$ cat src/rtl/bxr_pkg.sv
package bxr_pkg;
  localparam int unsigned BUS_W   = 16;
  localparam int unsigned HALVES  = 2;
  localparam int unsigned SLICE_W = BUS_W / HALVES;

  typedef enum logic {
    SRC_LIVE   = 1'b0,
    SRC_STORED = 1'b1
  } src_e;
endpackage

$ cat src/rtl/bxr_edge_det.sv
module bxr_edge_det (
  input  logic clk_i,
  input  logic rst_ni,
  input  logic sig_i,
  output logic rise_o
);
  logic prev_q;

  // reset high so a strobe held high through reset is not an edge
  always_ff @(posedge clk_i or negedge rst_ni) begin
    if (!rst_ni) prev_q <= 1'b1;
    else         prev_q <= sig_i;
  end

  assign rise_o = sig_i & ~prev_q;


  single_rise_chk: assert property (@(posedge clk_i) disable iff (!rst_ni)
    rise_o |=> !rise_o);
endmodule

$ cat src/rtl/bxr_store.sv
module bxr_store #(
  parameter int unsigned W = 8
) (
  input  logic         clk_i,
  input  logic         rst_ni,
  input  logic         cap_i,
  input  logic [W-1:0] d_i,
  output logic [W-1:0] q_o
);
  logic         load;
  logic [W-1:0] q_q;

  bxr_edge_det u_edge (
    .clk_i  (clk_i),
    .rst_ni (rst_ni),
    .sig_i  (cap_i),
    .rise_o (load)
  );

  always_ff @(posedge clk_i or negedge rst_ni) begin
    if (!rst_ni)   q_q <= '0;
    else if (load) q_q <= d_i;
  end

  assign q_o = q_q;


  load_value_chk: assert property (@(posedge clk_i) disable iff (!rst_ni)
    load |=> q_o == $past(d_i));

  hold_value_chk: assert property (@(posedge clk_i) disable iff (!rst_ni)
    !load |=> $stable(q_o));
endmodule

$ cat src/rtl/bxr_slice.sv
module bxr_slice
  import bxr_pkg::*;
#(
  parameter int unsigned W = SLICE_W
) (
  input  logic         clk_i,
  input  logic         rst_ni,
  input  logic [W-1:0] a_i,
  input  logic [W-1:0] b_i,
  output logic [W-1:0] a_o,
  output logic [W-1:0] b_o,
  output logic         a_oe_o,
  output logic         b_oe_o,
  input  logic         oe_ni,
  input  logic         dir_i,
  input  logic         cap_ab_i,
  input  logic         cap_ba_i,
  input  logic         sel_ab_i,
  input  logic         sel_ba_i
);
  logic [W-1:0] reg_a, reg_b;
  logic [W-1:0] to_b, to_a;
  src_e         src_ab, src_ba;

  bxr_store #(.W(W)) u_store_a (
    .clk_i (clk_i), .rst_ni (rst_ni), .cap_i (cap_ab_i), .d_i (a_i), .q_o (reg_a)
  );
  bxr_store #(.W(W)) u_store_b (
    .clk_i (clk_i), .rst_ni (rst_ni), .cap_i (cap_ba_i), .d_i (b_i), .q_o (reg_b)
  );

  assign src_ab = src_e'(sel_ab_i);
  assign src_ba = src_e'(sel_ba_i);

  always_comb begin
    to_b = (src_ab == SRC_STORED) ? reg_a : a_i;
    to_a = (src_ba == SRC_STORED) ? reg_b : b_i;
  end

  assign b_oe_o = ~oe_ni &  dir_i;
  assign a_oe_o = ~oe_ni & ~dir_i;
  assign b_o    = b_oe_o ? to_b : '0;
  assign a_o    = a_oe_o ? to_a : '0;


  oe_excl_chk: assert property (@(posedge clk_i) disable iff (!rst_ni)
    !(a_oe_o && b_oe_o));

  iso_quiet_chk: assert property (@(posedge clk_i) disable iff (!rst_ni)
    oe_ni |-> (!a_oe_o && !b_oe_o && b_o == '0 && a_o == '0));

  stored_ab_chk: assert property (@(posedge clk_i) disable iff (!rst_ni)
    (b_oe_o && sel_ab_i && $past(cap_ab_i) && !$past(cap_ab_i, 2) && $past(rst_ni, 2))
      |-> b_o == $past(a_i));

  stored_ba_chk: assert property (@(posedge clk_i) disable iff (!rst_ni)
    (a_oe_o && sel_ba_i && $past(cap_ba_i) && !$past(cap_ba_i, 2) && $past(rst_ni, 2))
      |-> a_o == $past(b_i));
endmodule

$ cat src/rtl/reg_bus_xcvr.sv
module reg_bus_xcvr
  import bxr_pkg::*;
#(
  parameter int unsigned WIDTH = BUS_W,
  parameter int unsigned NHALF = HALVES
) (
  input  logic             clk_i,
  input  logic             rst_ni,
  input  logic [WIDTH-1:0] a_i,
  output logic [WIDTH-1:0] a_o,
  output logic [NHALF-1:0] a_oe_o,
  input  logic [WIDTH-1:0] b_i,
  output logic [WIDTH-1:0] b_o,
  output logic [NHALF-1:0] b_oe_o,
  input  logic [NHALF-1:0] oe_ni,
  input  logic [NHALF-1:0] dir_i,
  input  logic [NHALF-1:0] cap_ab_i,
  input  logic [NHALF-1:0] cap_ba_i,
  input  logic [NHALF-1:0] sel_ab_i,
  input  logic [NHALF-1:0] sel_ba_i
);
  localparam int unsigned SW = WIDTH / NHALF;

  for (genvar h = 0; h < NHALF; h++) begin : g_half
    bxr_slice #(.W(SW)) u_slice (
      .clk_i    (clk_i),
      .rst_ni   (rst_ni),
      .a_i      (a_i[h*SW +: SW]),
      .b_i      (b_i[h*SW +: SW]),
      .a_o      (a_o[h*SW +: SW]),
      .b_o      (b_o[h*SW +: SW]),
      .a_oe_o   (a_oe_o[h]),
      .b_oe_o   (b_oe_o[h]),
      .oe_ni    (oe_ni[h]),
      .dir_i    (dir_i[h]),
      .cap_ab_i (cap_ab_i[h]),
      .cap_ba_i (cap_ba_i[h]),
      .sel_ab_i (sel_ab_i[h]),
      .sel_ba_i (sel_ba_i[h])
    );
  end


  half_oe_chk: assert property (@(posedge clk_i) disable iff (!rst_ni)
    ((a_oe_o | b_oe_o) & oe_ni) == '0);
endmodule

$ cat config.mk
export PLATFORM = sky130hd
export DESIGN_NAME = reg_bus_xcvr
export DESIGN_NICKNAME = d
export VERILOG_FILES = /design/src/rtl/bxr_pkg.sv /design/src/rtl/bxr_edge_det.sv /design/src/rtl/bxr_store.sv /design/src/rtl/bxr_slice.sv /design/src/rtl/reg_bus_xcvr.sv
export SDC_FILE = /design/constraint.sdc
export NUM_CORES = 1
export LEC_CHECK = 0
export BUFFER_PORTS_ARGS = -buffer_cell sky130_fd_sc_hd__clkbuf_2
export CORE_MARGIN = 4
export CORE_UTILIZATION = 52
export CTS_CLUSTER_SIZE = 24
export DETAILED_ROUTE_END_ITERATION = 8
export PLACE_DENSITY = 0.95
export SKIP_CTS_REPAIR_TIMING = 1
export SLEW_MARGIN = 25
export SYNTH_ARGS = -nofsm -noshare
export SYNTH_HDL_FRONTEND = slang
export SYNTH_SLANG_ARGS = --single-unit
$ cat constraint.sdc
create_clock -name clk_i -period 2.6 [get_ports clk_i]
set_clock_uncertainty 0.1 [all_clocks]
set_input_delay 0.52 -clock clk_i [delete_from_list [all_inputs] [get_ports clk_i]]
set_output_delay 0.52 -clock clk_i [all_outputs]
set_load 0.01 [all_outputs]
# Yosys cells after proc, flatten, opt, wreduce, memory -nomap -nowiden
# Cells that the tools add are included.
[word_totals]
mem_bits_rw = 0
reg_bits = 36
in_bits = 46
output_inout_bits = 36
rom_bits = 0
latchBits = 0
word_cells = 32
n_memories = 0
[op_classes]
n_reduce_logical = 0
n_addsub = 0
eq_ne = 0
n_bitwise = 16
n_div = 0
n_mux = 8
n_shift = 0
magnitude_cmp = 0
n_mul = 0
[ops]
columns = ["op", "count"]
rows = [
  ["8-bit two-way mux", 8],
  ["1-bit AND", 8],
  ["1-bit NOT", 8],
]

# Logic depth before layout (Yosys ltp)
# Gate-level depths: netlist of the first run.
[logic_depth]
word_depth = 3
depth_mapped = 4
ltp_nobuf = 2

# By module
# A second synthesis of the first run with hierarchy kept.
[hier_totals]
cells_unflattened = 156
area_unflattened_um2 = 2029.4
[modules_own_cells]
columns = ["module", "area_per_inst_um2", "instances", "cells_each", "seq_area_each_um2"]
rows = [
  ["bxr_store", 331.6, 4, 17, 200.2],
  ["bxr_slice", 271.5, 2, 40, 0.0],
  ["bxr_edge_det", 40.0, 4, 2, 26.3],
]

# Worst setup path after synthesis of the first run
# No wires, ideal clock.
[synth_path]
path_type = "input -> output"
start = "input dir_i[0]"
end = "output a_o[0]"
arrival_time_ps = 1062
n_path_buf = 1
cell_stages = 3
setup_slack_ps = 918
required_time_ps = 1980
path_cell_list = "or2_1 -> buf_2 -> nor2_1"
[synth_via]
elab_chain_cells = 3
[synth_rtl]
columns = ["item", "line", "source"]
rows = [
  ["from (decl)", "reg_bus_xcvr.sv:16", "input logic [NHALF-1:0] dir_i,"],
  ["1-bit NOT", "bxr_slice.sv:41", "assign a_oe_o = ~oe_ni & ~dir_i;"],
  ["1-bit AND", "bxr_slice.sv:41", ""],
  ["8-bit two-way mux", "bxr_slice.sv:43", "assign a_o = a_oe_o ? to_a : '0;"],
  ["to (decl)", "reg_bus_xcvr.sv:10", "output logic [WIDTH-1:0] a_o,"],
]
# Every way passes these cells.

# Worst setup path in the final report of the first run
[layout_path]
start = "input dir_i[0]"
end = "output a_o[6]"
# Same word-level chain as after synthesis.

==> impl_metrics.json, run 1 <==
{
  "start_util_pct": 54.7,
  "grt_pass1_wl_um": 6550,
  "synthArstFlopShare_pct": 100,
  "clk_pin_slew_ns": 0.07,
  "overflow": 0,
  "dpl.cell_count": 273,
  "p_leak_nw": 1.41,
  "multi_input_area_mm2": 0.00100,
  "path_cells": "clkbuf_2 -> or2_1 -> nor2_1 -> clkbuf_2",
  "fillerInstances": 294,
  "cts.sinks": 36,
  "synth_area_mm2": 0.00203,
  "worstSetupPathType": "in2out",
  "maxCapViolations": 0,
  "drt_pass1_iterations": 4,
  "nNetsFinal": 278,
  "r2r_end": "g_half[1].u_slice.u_store_a.q_o[7]",
  "route.detailed.drc": 0,
  "first_iter_violations": 71,
  "crit_buf_inv": 2,
  "synth_commonest_cells": "dfrtp_1, mux2_4, mux2i_1, nor2_1, buf_2",
  "gp_congestion": 0.706,
  "regArea_um2": 906,
  "cp.depth": 4,
  "vias": 1383,
  "die_h_um": 70.6,
  "grt_max_degree": 37,
  "cpPeakStageDelay_ns": 0.33,
  "fin_tns_setup_ns": 0,
  "die_x_um": 70.6,
  "core-area_mm2": 0.00372,
  "pin_count": 82,
  "avgSynthCellArea_um2": 12.7,
  "critPathTopFamily": "simple AND/OR/NAND/NOR gates",
  "slew_headroom_pct": 43.3,
  "synth_nets": 206,
  "finalSetupViolCount": 0,
  "start_kind": "input pin",
  "syn_inst": 160,
  "crit_arrival_ns": 1.23,
  "worst_pin_slew_ns": 0.850,
  "die-area_mm2": 0.00498,
  "min_path_type": "in2async",
  "diodes": 0,
  "maxSlewViolCount": 0,
  "root_buffer": "clkbuf_8",
  "rr_startpoint": "g_half[1].u_slice.u_store_a.u_edge.prev_q",
  "finalHoldViolations": 0,
  "holdWs_ns": 0.238,
  "viasPerCell": 4.92,
  "yosys_warnings": 0,
  "status": "completed",
  "grt_pass1_vias": 1424,
  "p_per_area_mw_per_mm2": 565,
  "power_mw": 1.40,
  "ff2ff_path_depth": 2,
  "fin_crit_sh_pct": 71.3,
  "wl_um": 3820,
  "track_usage_pct": 16.2,
  "synth_edf_count": 0,
  "reg2reg_slack_ns": 1.34,
  "ys_ff_latch": 36,
  "yosysTopAreaCell": "dfrtp_1",
  "synth_area_leaders": "dfrtp_1, mux2_4, mux2i_1, nor2_1, dfstp_2",
  "required_ns": 1.98,
  "syn2layout_area_growth_pct": 21.9,
  "layout-drive-gt1-share_pct": 55.4,
  "ant_nets": 0,
  "yosysSeqAreaShare_pct": 44.5,
  "yosysTopAreaCellShare_pct": 39.4,
  "htree_levels": 2,
  "cts_buffer_depth": 2,
  "synth_top_flop_cell": "dfrtp_1",
  "final_cells": 281,
  "crit_path_top_delay_cell": "or2_1",
  "wl_per_cell_um": 13.6,
  "io_buffers": 81,
  "rows": 22,
  "min_period_ns": 1.85,
  "antenna_found_initial": 0,
  "ys_types": 14,
  "irDropWorstVdd_uv": 407,
  "path_max_fanout": 9,
  "cts_tree": "done",
  "numCtsBuffers": 5,
  "rsz0062_at_grt": "no",
  "max_freq_mhz": 540,
  "critPathCaptureType": "output port",
  "clk_latency_ns": 0.28,
  "crit_top_cell": "clkbuf_2"
}
-- cells in the final DEF, fill, tap and decap left out --
cell type and instances:
nor2_1 32, dfrtp_1 32, clkbuf_8 6, or2_1 2
inv_1 4, nor2b_4 1, dfstp_2 4, nand2b_4 3
clkbuf_2 81, mux2i_1 32, clkinv_2 2, nand2b_1 2
mux2_4 32
-- worst reg2reg max path, stage by stage (launching register included) --
cell and delay, ns:
dfstp_2 0.52, nand2b_4 0.21, mux2_4 0.32
-- cell families after synthesis --
family                 Yosys count  share of synthesized area [%]
buffers and inverters           20                           6.27
DFF                             36                           44.5
and+or+nand+nor                 40                           9.84
muxes                           64                           39.4
-- state kept, by name, indices dropped and copies added, names as in the netlist --
| signal | cells |
|---|---|
| g_half.u_slice.u_store_a.q_o | 16 |
| g_half.u_slice.u_store_b.q_o | 16 |
| g_half.u_slice.u_store_b.u_edge.prev_q | 2 |
| g_half.u_slice.u_store_a.u_edge.prev_q | 2 |
-- power by group --
group	internal (mW)	switching, mW	total (mW)
clock network	0.211	0.184	0.396
logic	0.192	0.131	0.323
registers	0.639	0.0434	0.683
-- metrics by stage --
step                      util (%)  area, µm²  setup WS (ns)
after global routing          66.7       2480          0.658
final                         66.7       2480          0.747
after floorplan                  -       2030          0.918
after CTS                     66.7       2480          0.740
after global placement        64.2       2390          0.743
after detailed placement      64.2       2390          0.736
-- how the worst max path moves through the flow --
stage                           start      end  slack, ns
after global placement       dir_i[1]  a_o[10]       0.74
after CTS                 sel_ba_i[0]   a_o[7]       0.74
after detailed placement  sel_ba_i[0]   a_o[7]       0.74
final                        dir_i[0]   a_o[6]       0.75
after floorplan              dir_i[0]   a_o[0]       0.92
after global routing         oe_ni[1]  b_o[12]       0.66
-- per-layer routing --
layer / GRT usage [%] / up-vias / routed length, µm
li1: - / 675 / -
met1: 21.2 / 655 / 1600
met2: 26.2 / 49 / 1870
met3: 4.69 / 4 / 312
met4: 5.01 / 0 / 34
met5: 0 / - / 0
-- final cells by class --
cell class                 instances  area share (%)
clock buffer                       6            3.33
clock inverter                     2           0.404
inverter                           4           0.605
multi-input combinational        104            40.4
sequential                        36            36.5
tap                               48            2.42
timing repair buffer              81            16.3
No activity file was read; power rests on OpenSTA's default activity.
==> run 2, diff against run 1 <==
Settings changed: CORE_UTILIZATION 52 to 44, PLACE_DENSITY 0.95 to 0.88.
Clock period 2.6 ns to 1.6 ns, I/O delays scaled along.
==> impl_metrics.json, run 2 (synthesis gave the netlist of run 1 again) <==
{
  "finalSetupViolCount": 0,
  "die_x_um": 76,
  "drt_pass1_iterations": 4,
  "syn2layout_area_growth_pct": 22.8,
  "holdWs_ns": 0.0382,
  "power_frac_comb_pct": 23.7,
  "grt_pass1_wl_um": 6550,
  "cts_buffer_depth": 2,
  "die-area_mm2": 0.00578,
  "fin_crit_sh_pct": 90.1,
  "p_leak_nw": 1.41,
  "grtUsageMet2_pct": 23.1,
  "rsz0062_at_grt": "no",
  "first_iter_violations": 49,
  "path_max_fanout": 9,
  "wl_per_cell_um": 13.6,
  "p_seq_share_pct": 49.3,
  "cts.sinks": 36,
  "irDropWorstVdd_uv": 682,
  "maxCapViolations": 0,
  "p_per_area_mw_per_mm2": 898,
  "viasPerCell": 4.84,
  "io_buffers": 81,
  "required_ns": 1.18,
  "worstSetupPathType": "in2out",
  "route.detailed.drc": 0,
  "start_kind": "input pin",
  "crit_arrival_ns": 1.02,
  "htree_levels": 2,
  "nNetsFinal": 281,
  "internal_power_mw": 1.66,
  "start_util_pct": 46.1,
  "placed_area_mm2": 0.00241,
  "grt_pass1_vias": 1462,
  "place_ws_ns": 0.142,
  "gp_congestion": 0.696,
  "status": "completed",
  "min_path_type": "in2reg",
  "antenna_found_initial": 0,
  "fin_ws_ns": 0.158,
  "dpl.hpwl_um": 3050,
  "cts_tree": "done",
  "grtUsageMet1_pct": 15.7,
  "finalHoldViolations": 0,
  "die_h_um": 76,
  "clk_pin_slew_ns": 0.07,
  "track_usage_pct": 13.5,
  "final_cell_mix": "clkbuf_2, mux2i_1, nor2_1, mux2_4, dfrtp_1",
  "min_period_ns": 1.44,
  "maxSlewViolCount": 0,
  "max_freq_mhz": 693,
  "fin_tns_setup_ns": 0,
  "slew_headroom_pct": 76.8,
  "wl_um": 3900,
  "grt_max_degree": 17,
  "fin_util_pct": 56.6,
  "stdcell_area_mm2": 0.00250,
  "pin_count": 82,
  "power_frac_clock_pct": 27.0,
  "worst_pin_slew_ns": 0.347,
  "clk_latency_ns": 0.28,
  "final_common_cell": "clkbuf_2",
  "core-area_mm2": 0.00441,
  "ant_nets": 0,
  "root_buffer": "clkbuf_8",
  "grt-busiest-layer": "met2",
  "fillerInstances": 375,
  "overflow": 0,
  "numCtsBuffers": 5,
  "grt.met3_usage_pct": 5.20,
  "layout-drive-gt1-share_pct": 54.7,
  "vias": 1395,
  "power.share.switching_pct": 26.0,
  "critPathCaptureType": "output port",
  "p_switching_uw": 583,
  "rows": 24,
  "diodes": 0
}
==> run 2: changes by cell type in the layout (fill, tap and decap cells not counted), sizes merged <==
cell         previous run  this run
buf                     0         2
dlygate4sd3             0         1
clkinv                  2         1
clkbuf                 87        88
==> run 2: power groups by stage <==
| stage | logic [mW] | registers (mW) | clock network (mW) |
|---|---|---|---|
| 2_1_floorplan | 0.387 | 1.10 | 0 |
| 3_3_place_gp | 0.525 | 1.11 | 0 |
| 3_5_place_dp | 0.535 | 1.12 | 0 |
| 4_1_cts | 0.540 | 1.11 | 0.628 |
| 5_1_grt | 0.580 | 1.12 | 0.662 |
| 6_report | 0.531 | 1.11 | 0.606 |
==> run 2: path summary, 6_finish.rpt <==
kind	startpoint	to	slack, ns	depth (start not counted)
worst max-delay path	dir_i[0]	a_o[3]	0.16	4
worst min-delay path	cap_ba_i[1]	g_half[1].u_slice.u_store_b.u_edge.prev_q	0.04	1
worst max register to register	g_half[0].u_slice.u_store_a.u_edge.prev_q	g_half[0].u_slice.u_store_a.q_o[2]	0.34	2
worst min register to register	g_half[1].u_slice.u_store_a.q_o[5]	g_half[1].u_slice.u_store_a.q_o[5]	0.41	1
max in group asynchronous	rst_ni	g_half[0].u_slice.u_store_a.q_o[1]	0.49	3
min in group asynchronous	rst_ni	g_half[1].u_slice.u_store_b.q_o[1]	0.36	2
==> run 2: critical path, cell delays in order <==
cell	delay, ns
clkbuf_2	0.09
or2_1	0.33
nor2_1	0.15
clkbuf_2	0.14
==> run 2: layout make-up <==
type / instances / area (µm²) / share of cell area, %
clock buffers: 7 / 76.3 / 3.05
clock inverters: 1 / 5.00 / 0.200
inverters: 4 / 15.0 / 0.601
multi-input cells: 104 / 1000 / 40.1
flip-flops and latches: 36 / 906 / 36.3
well taps: 52 / 65.1 / 2.60
repair buffers: 84 / 430 / 17.2
==> run 2: through the flow <==
step	power (mW)	instances
after global placement	1.64	279
after CTS	2.27	287
after floorplan	1.49	160
after global routing	2.36	288
final	2.24	288
after detailed placement	1.66	279
==> run 2: per-layer routing <==
layer,vias up,wire [µm]
li1,678,-
met1,670,1680
met2,43,1940
met3,4,261
met4,0,26
met5,-,0
